## src/rtl/mdio_c45_pkg.sv

```systemverilog
package mdio_c45_pkg;

  typedef enum logic [2:0] {
    S_PRE,
    S_SOF,
    S_OP,
    S_PRT,
    S_DEV,
    S_TA,
    S_DAT
  } rx_state_e;

  localparam logic [1:0] OPC_ADDR  = 2'b00;
  localparam logic [1:0] OPC_WRITE = 2'b01;
  localparam logic [1:0] OPC_RSVD  = 2'b10;
  localparam logic [1:0] OPC_READ  = 2'b11;

endpackage

```

## src/rtl/mdio_c45_sync.sv

```systemverilog
module mdio_c45_sync #(
  parameter int STAGES = 2
) (
  input  logic clk,
  input  logic rst,
  input  logic mdc_i,
  input  logic dat_i,
  output logic rise_o,
  output logic fall_o,
  output logic bit_o
);

  localparam int LAST = STAGES - 1;

  logic [STAGES-1:0] mdc_s;
  logic [STAGES-1:0] dat_s;
  logic              mdc_d;

  for (genvar g = 0; g < STAGES; g++) begin : g_stage
    if (g == 0) begin : g_first
      always_ff @(posedge clk) begin
        if (rst) begin
          mdc_s[0] <= 1'b0;
          dat_s[0] <= 1'b1;
        end else begin
          mdc_s[0] <= mdc_i;
          dat_s[0] <= dat_i;
        end
      end
    end else begin : g_next
      always_ff @(posedge clk) begin
        if (rst) begin
          mdc_s[g] <= 1'b0;
          dat_s[g] <= 1'b1;
        end else begin
          mdc_s[g] <= mdc_s[g-1];
          dat_s[g] <= dat_s[g-1];
        end
      end
    end
  end

  always_ff @(posedge clk) begin
    if (rst) begin
      mdc_d  <= 1'b0;
      rise_o <= 1'b0;
      fall_o <= 1'b0;
      bit_o  <= 1'b1;
    end else begin
      mdc_d  <= mdc_s[LAST];
      rise_o <= mdc_s[LAST] & ~mdc_d;
      fall_o <= ~mdc_s[LAST] & mdc_d;
      bit_o  <= dat_s[LAST];
    end
  end

  // a single detected event per edge, never both at once
  p_edge_excl_r12: assert property (@(posedge clk) disable iff (rst)
    !(rise_o && fall_o));

endmodule

```

## src/rtl/mdio_c45_rx.sv

```systemverilog
module mdio_c45_rx
  import mdio_c45_pkg::*;
#(
  parameter int DW      = 16,
  parameter int FW      = 5,
  parameter int PRE_LEN = 32
) (
  input  logic          clk,
  input  logic          rst,
  input  logic          rise_i,
  input  logic          bit_i,
  input  logic [FW-1:0] cfg_port_i,
  input  logic [FW-1:0] cfg_dev_i,
  output logic [DW-1:0] addr_o,
  output logic          we_o,
  output logic [DW-1:0] wdata_o,
  output logic          rd_go_o,
  output logic          frame_rd_o
);

  localparam int PC_W = $clog2(PRE_LEN + 1);
  localparam int BC_W = $clog2(DW);
  localparam logic [PC_W-1:0] PRE_MAX = PC_W'(PRE_LEN);

  rx_state_e       state;
  logic [PC_W-1:0] pre_cnt;
  logic [BC_W-1:0] bit_cnt;
  logic [DW-2:0]   sh;
  logic [1:0]      op_q;
  logic            hit;
  logic            last;
  logic [DW-1:0]   payload;
  logic [FW-1:0]   fld;

  assign payload = {sh, bit_i};
  assign fld     = payload[FW-1:0];

  always_comb begin
    unique case (state)
      S_OP, S_TA:   last = (bit_cnt == BC_W'(1));
      S_PRT, S_DEV: last = (bit_cnt == BC_W'(FW - 1));
      S_DAT:        last = (bit_cnt == BC_W'(DW - 1));
      default:      last = 1'b0;
    endcase
  end

  always_ff @(posedge clk) begin
    if (rst) begin
      state      <= S_PRE;
      pre_cnt    <= '0;
      bit_cnt    <= '0;
      sh         <= '0;
      op_q       <= '0;
      hit        <= 1'b0;
      addr_o     <= '0;
      we_o       <= 1'b0;
      wdata_o    <= '0;
      rd_go_o    <= 1'b0;
      frame_rd_o <= 1'b0;
    end else begin
      we_o    <= 1'b0;
      rd_go_o <= 1'b0;
      if (rise_i) begin
        sh <= payload[DW-2:0];
        if (state inside {S_OP, S_PRT, S_DEV, S_TA, S_DAT})
          bit_cnt <= last ? '0 : bit_cnt + 1'b1;
        unique case (state)
          S_PRE: begin
            if (bit_i) begin
              if (pre_cnt != PRE_MAX) pre_cnt <= pre_cnt + 1'b1;
            end else begin
              if (pre_cnt == PRE_MAX) state <= S_SOF;
              pre_cnt <= '0;
            end
          end
          S_SOF: begin
            if (!bit_i) begin
              state      <= S_OP;
              bit_cnt    <= '0;
              frame_rd_o <= 1'b0;
            end else begin
              state   <= S_PRE;
              pre_cnt <= PC_W'(1);
            end
          end
          S_OP: begin
            op_q <= {op_q[0], bit_i};
            if (last) state <= S_PRT;
          end
          S_PRT: begin
            if (last) begin
              hit   <= (fld == cfg_port_i);
              state <= S_DEV;
            end
          end
          S_DEV: begin
            if (last) begin
              hit   <= hit && (fld == cfg_dev_i);
              state <= S_TA;
              if (hit && (fld == cfg_dev_i) && (op_q == OPC_READ)) begin
                rd_go_o    <= 1'b1;
                frame_rd_o <= 1'b1;
              end
            end
          end
          S_TA: begin
            if (last) state <= S_DAT;
          end
          S_DAT: begin
            if (last) begin
              state   <= S_PRE;
              pre_cnt <= '0;
              if (hit) begin
                unique case (op_q)
                  OPC_ADDR:  addr_o <= payload;
                  OPC_WRITE: begin
                    we_o    <= 1'b1;
                    wdata_o <= payload;
                  end
                  default: ;
                endcase
              end
            end
          end
          default: state <= S_PRE;
        endcase
      end
    end
  end

  // the write strobe lasts one cycle
  p_we_pulse_r3: assert property (@(posedge clk) disable iff (rst)
    we_o |=> !we_o);

  // a write never disturbs the stored pointer
  p_we_addr_hold_r3: assert property (@(posedge clk) disable iff (rst)
    we_o |-> $stable(addr_o));

  // preamble counter stays within its threshold
  p_pre_bound_r1: assert property (@(posedge clk) disable iff (rst)
    pre_cnt <= PRE_MAX);

  // start detection only follows a full preamble
  p_sof_after_pre_r1: assert property (@(posedge clk) disable iff (rst)
    $rose(state == S_SOF) |-> ($past(pre_cnt) == PRE_MAX));

  // a read is launched only for opcode 11
  p_rd_only_op11_r8: assert property (@(posedge clk) disable iff (rst)
    rd_go_o |-> (op_q == OPC_READ));

endmodule

```

## src/rtl/mdio_c45_tx.sv

```systemverilog
module mdio_c45_tx #(
  parameter int DW = 16
) (
  input  logic          clk,
  input  logic          rst,
  input  logic          fall_i,
  input  logic          load_i,
  input  logic [DW-1:0] data_i,
  output logic          oe_o,
  output logic          out_o
);

  localparam int CW = $clog2(DW + 3);

  logic [CW-1:0] cnt;
  logic          busy;
  logic [DW-1:0] sh;

  always_ff @(posedge clk) begin
    if (rst) begin
      cnt   <= '0;
      busy  <= 1'b0;
      sh    <= '0;
      oe_o  <= 1'b0;
      out_o <= 1'b0;
    end else if (load_i) begin
      busy <= 1'b1;
      cnt  <= '0;
      sh   <= data_i;
    end else if (fall_i && busy) begin
      cnt <= cnt + 1'b1;
      if (cnt == CW'(1)) begin
        oe_o  <= 1'b1;
        out_o <= 1'b0;
      end else if (cnt == CW'(DW + 2)) begin
        oe_o  <= 1'b0;
        out_o <= 1'b0;
        busy  <= 1'b0;
      end else if (cnt >= CW'(2)) begin
        out_o <= sh[DW-1];
        sh    <= {sh[DW-2:0], 1'b0};
      end
    end
  end

  // the first driven bit is the 0 of the second turnaround bit
  p_ta_zero_r5: assert property (@(posedge clk) disable iff (rst)
    $rose(oe_o) |-> !out_o);

  // line outputs move only right after a falling edge
  p_tx_edge_only_r12: assert property (@(posedge clk) disable iff (rst)
    !$past(fall_i) |-> ($stable(oe_o) && $stable(out_o)));

endmodule

```

## src/rtl/mdio_c45_responder.sv

```systemverilog
module mdio_c45_responder #(
  parameter int DATA_W      = 16,
  parameter int FIELD_W     = 5,
  parameter int PRE_LEN     = 32,
  parameter int SYNC_STAGES = 2
) (
  input  logic               clk,
  input  logic               rst,
  input  logic [FIELD_W-1:0] cfg_port,
  input  logic [FIELD_W-1:0] cfg_dev,
  input  logic               mdc,
  input  logic               mdio_i,
  output logic               mdio_o,
  output logic               mdio_oe,
  output logic               rf_we,
  output logic [DATA_W-1:0]  rf_addr,
  output logic [DATA_W-1:0]  rf_wdata,
  input  logic [DATA_W-1:0]  rf_rdata
);

  logic rise, fall, sbit;
  logic rd_go, frame_rd;

  mdio_c45_sync #(.STAGES(SYNC_STAGES)) u_sync (
    .clk    (clk),
    .rst    (rst),
    .mdc_i  (mdc),
    .dat_i  (mdio_i),
    .rise_o (rise),
    .fall_o (fall),
    .bit_o  (sbit)
  );

  mdio_c45_rx #(.DW(DATA_W), .FW(FIELD_W), .PRE_LEN(PRE_LEN)) u_rx (
    .clk        (clk),
    .rst        (rst),
    .rise_i     (rise),
    .bit_i      (sbit),
    .cfg_port_i (cfg_port),
    .cfg_dev_i  (cfg_dev),
    .addr_o     (rf_addr),
    .we_o       (rf_we),
    .wdata_o    (rf_wdata),
    .rd_go_o    (rd_go),
    .frame_rd_o (frame_rd)
  );

  mdio_c45_tx #(.DW(DATA_W)) u_tx (
    .clk    (clk),
    .rst    (rst),
    .fall_i (fall),
    .load_i (rd_go),
    .data_i (rf_rdata),
    .oe_o   (mdio_oe),
    .out_o  (mdio_o)
  );

  // the line is driven only inside a matching read frame
  p_drive_gated_r7: assert property (@(posedge clk) disable iff (rst)
    mdio_oe |-> frame_rd);

endmodule

```

## config.mk

```make
export PLATFORM = sky130hd
export DESIGN_NAME = mdio_c45_responder
export DESIGN_NICKNAME = d
export VERILOG_FILES = /design/src/rtl/mdio_c45_pkg.sv /design/src/rtl/mdio_c45_sync.sv /design/src/rtl/mdio_c45_rx.sv /design/src/rtl/mdio_c45_tx.sv /design/src/rtl/mdio_c45_responder.sv
export SDC_FILE = /design/constraint.sdc
export NUM_CORES = 1
export LEC_CHECK = 0
export CAP_MARGIN = 20
export CORE_MARGIN = 8
export CORE_UTILIZATION = 58
export CTS_CLUSTER_DIAMETER = 100
export CTS_CLUSTER_SIZE = 8
export DETAILED_ROUTE_END_ITERATION = 10
export PLACE_DENSITY_LB_ADDON = 0.08
export SLEW_MARGIN = 30
export SYNTH_ARGS = -nofsm -noshare
export SYNTH_HDL_FRONTEND = slang
export SYNTH_SLANG_ARGS = --single-unit
```

## constraint.sdc

```tcl
create_clock -name clk -period 5.4 [get_ports clk]
set_clock_uncertainty 0.15 [all_clocks]
set_input_delay 1.35 -clock clk [delete_from_list [all_inputs] [get_ports clk]]
set_output_delay 1.35 -clock clk [all_outputs]
set_load 0.01 [all_outputs]
```

==> impl_metrics.tcl <==
set metrics [dict create \
    status "finished, final reports clean" \
    max_slew_margin_pct 42.80 \
    synthToLayoutAreaGrowth_pct 18.57 \
    synth_xor_area_share_pct 2.804 \
    placedCellCount 587 \
    grt_pass1_vias 3306 \
    n_antenna_cell 0 \
    power.switching_mw 0.2786 \
    antenna_found_initial 0 \
    r2r_cells 5 \
    ir_worst_vdd_v 0.0002107 \
    gp_congestion 0.8443 \
    synth_edf_count 0 \
    nFillCells 570 \
    final_util_pct 71.10 \
    rsz0062_at_grt "false" \
    viasPerCell 5.602 \
    fin_hold_ws_ps 257.7 \
    core_area_um2 7292 \
    cpPeakStageDelay_ps 610 \
    path_depth 5 \
    die_w_um 102.8 \
    combPwrFrac_pct 5.3 \
    hp-class "register to register" \
    fin_crit_sh_pct 55.11 \
    clockBufferDepth 2 \
    hpwl_mm 6.233 \
    cts_setup_buffers 0 \
    dpl_cell_area_um2 4986 \
    wire_per_inst_um 14.94 \
    clk_latency_ps 350 \
    r2r_end "u_rx.addr_o[7]" \
    setup_viol 0 \
    htree_num_levels 3 \
    timing.final.crit_period_ps 2976 \
    netlist_instances 453 \
    final_antenna_net_count 0 \
    finalHoldViolCount 0 \
    crit_path_end_kind "register" \
    synthSimpleGateAreaFrac_pct 20.34 \
    die_h_um 102.8 \
    drc_errors 0 \
    p_total_mw 1.239 \
    async_flop_share_pct 0 \
    cts_root_buffer "clkbuf_8" \
    synthAdderAreaFrac_pct 1.717 \
    initial_core_util_pct 59.97 \
    fin_nets 535 \
    critPathKind "primary input to register" \
    row_count 31 \
    grt_first_pass_wirelength_mm 15.36 \
    crit_chain "buf_2 > clkinv_1 > and3_1 > a211oi_1 > nor4_1" \
    p_leak_nw 2.121 \
    fin_ws_ps 2424 \
    final_cell_area_um2 5185 \
    synth_area_per_cell_um2 9.653 \
    syn_nets 489 \
    clk_pin_slew_ps 90 \
    cts_tree "built" \
    drtIter0Drc 114 \
    crit_buf_inv 2 \
    vias 3378 \
    ctsHoldBuffers 0 \
    die-area_um2 10570 \
    grt_use_total_pct 17.94 \
    cp-start-kind "primary input" \
    maxCapViolCount 0 \
    synthMuxAreaShare_pct 15.36 \
    ys.flop_type "dfxtp_1" \
    slew_viol_final 0 \
    startpoint "rst" \
    tightestPinTransition_ps 852.8 \
    synth_warnings 0 \
    setup.worst_path.end "u_rx.state[0]" \
    path_max_fanout 46 \
    drive_above_1_share_pct 7.540 \
    fmax_mhz 336.1 \
    intPower_mw 0.9605 \
    pwr_density_cell_nw_per_um2 239.0 \
    setup_tns_ps 0 \
    seq_area_frac_synth_pct 44.41 \
    synth_top_family_by_area "simple AND/OR/NAND/NOR gates" \
    ios 65 \
    totalWireLength_mm 9.008 \
    synth_seq_cells 97 \
    grt-ovfl-total 0 \
    power_frac_seq_pct 58.8 \
    clkPwrFrac_pct 35.9 \
    arrival_ps 3060 \
    ys_types 60 \
    final_common_cell "dfxtp_1" \
    dp_slack_ps 2069 \
    synth-compound-area-share_pct 10.82 \
    synth_area_um2 4373 \
    io_buffers 64 \
    grt_max_degree 48 \
    rr_startpoint "u_rx.state[2]" \
    cts_resized 0 \
    drt_pass1_iterations 5 \
    critPathTopFamily "buffers and inverters" \
    r2r_setup_slack_ps 3000 \
    cts_sinks 97 \
    switching_share_pct 22.48 \
    mostFrequentLayoutCells "dfxtp_1, nor2_1, mux2i_1" \
    cp.required_ps 5490 \
    finalNonFillerCells 603 \
    numCtsBuffers 9 \
    cpMaxStageDelayCell "buf_2" \
]
==> worst min-delay path by stage <==
stage               cells after the start            end  slack [ps]             from
floorplan                               1  u_sync.rise_o         230     u_sync.mdc_d
global placement                        1  u_sync.rise_o         240     u_sync.mdc_d
detailed placement                      1   u_sync.bit_o         240  u_sync.dat_s[1]
CTS                                     1  u_sync.rise_o         260     u_sync.mdc_d
global route                            1   u_sync.bit_o         280  u_sync.dat_s[1]
finish                                  1  u_sync.rise_o         260     u_sync.mdc_d
==> cell type report <==
type / count / area, um2 / area share (%)
multi-input cells: 315 / 2241 / 43.22
flip-flops and latches: 97 / 1942 / 37.45
repair buffers: 66 / 650.6 / 12.55
clock buffers: 13 / 168.9 / 3.258
well taps: 99 / 123.9 / 2.389
inverters: 10 / 37.54 / 0.7239
clock inverters: 3 / 21.27 / 0.4102
==> cell usage after synthesis (all sizes together), types with 2 or more instances <==
cell / n / area [um2]
a2111oi: 2 / 17.52
a211oi: 18 / 135.1
a21oi: 7 / 35.03
a31oi: 3 / 33.78
a32o: 5 / 50.05
and2: 3 / 18.77
and3: 8 / 50.05
and4b: 2 / 20.02
buf: 13 / 93.84
clkbuf: 18 / 67.56
clkinv: 2 / 7.510
dfxtp: 97 / 1942
ha: 6 / 75.07
inv: 8 / 30.03
mux2i: 66 / 660.6
nand2: 17 / 63.81
nand2b: 4 / 25.02
nand3: 7 / 35.03
nand3b: 3 / 35.03
nand4: 6 / 67.56
nor2: 75 / 300.3
nor2b: 10 / 62.56
nor3: 11 / 55.05
nor3b: 6 / 45.04
nor4: 3 / 18.77
nor4b: 3 / 32.53
o21ai: 13 / 72.57
o31ai: 2 / 15.01
or2: 4 / 25.02
xnor2: 6 / 52.55
xor2: 8 / 70.07
==> state kept, by name, indices dropped and copies added (netlist names), 2 cells and up <==
name,count
u_rx.sh,15
u_rx.addr_o,16
u_rx.wdata_o,16
u_tx.sh,16
u_rx.state,3
u_rx.op_q,2
u_sync.mdc_s,2
u_sync.dat_s,2
u_rx.pre_cnt,6
u_tx.cnt,5
u_rx.bit_cnt,4
==> metal layers <==
| metal | track usage, % | routed length, um | up-vias |
|---|---|---|---|
| met3 | 5.267 | 461 | 10 |
| met2 | 29.72 | 4324 | 74 |
| met4 | 4.894 | 82 | 0 |
| li1 | - | - | 1687 |
| met1 | 22.18 | 4139 | 1607 |
| met5 | 0 | 0 | - |
==> worst reg2reg max path: stages, from the launching register on <==
cell	delay, ps
dfxtp_1	750
nand3b_4	210
nor2_8	230
and4b_2	620
mux2i_1	270
nor2_1	50
==> power by group through the flow <==
stage	clock, mW	sequential (mW)	combinational (mW)
6_report	0.444	0.729	0.0662
3_3_place_gp	0	0.745	0.0656
3_5_place_dp	0	0.745	0.0664
2_1_floorplan	0	0.737	0.0467
4_1_cts	0.455	0.729	0.0665
5_1_grt	0.484	0.730	0.0732
==> cell families (layout without fill, tap and decap cells) <==
kind of cell	Yosys count	after routing
xor+xnor	14	14
flops	97	97
mux	67	67
fa+ha+maj	6	6
compound gates	62	62
buf+inv	41	92
simple gates	166	166
(Power assumes the default switching activity.)
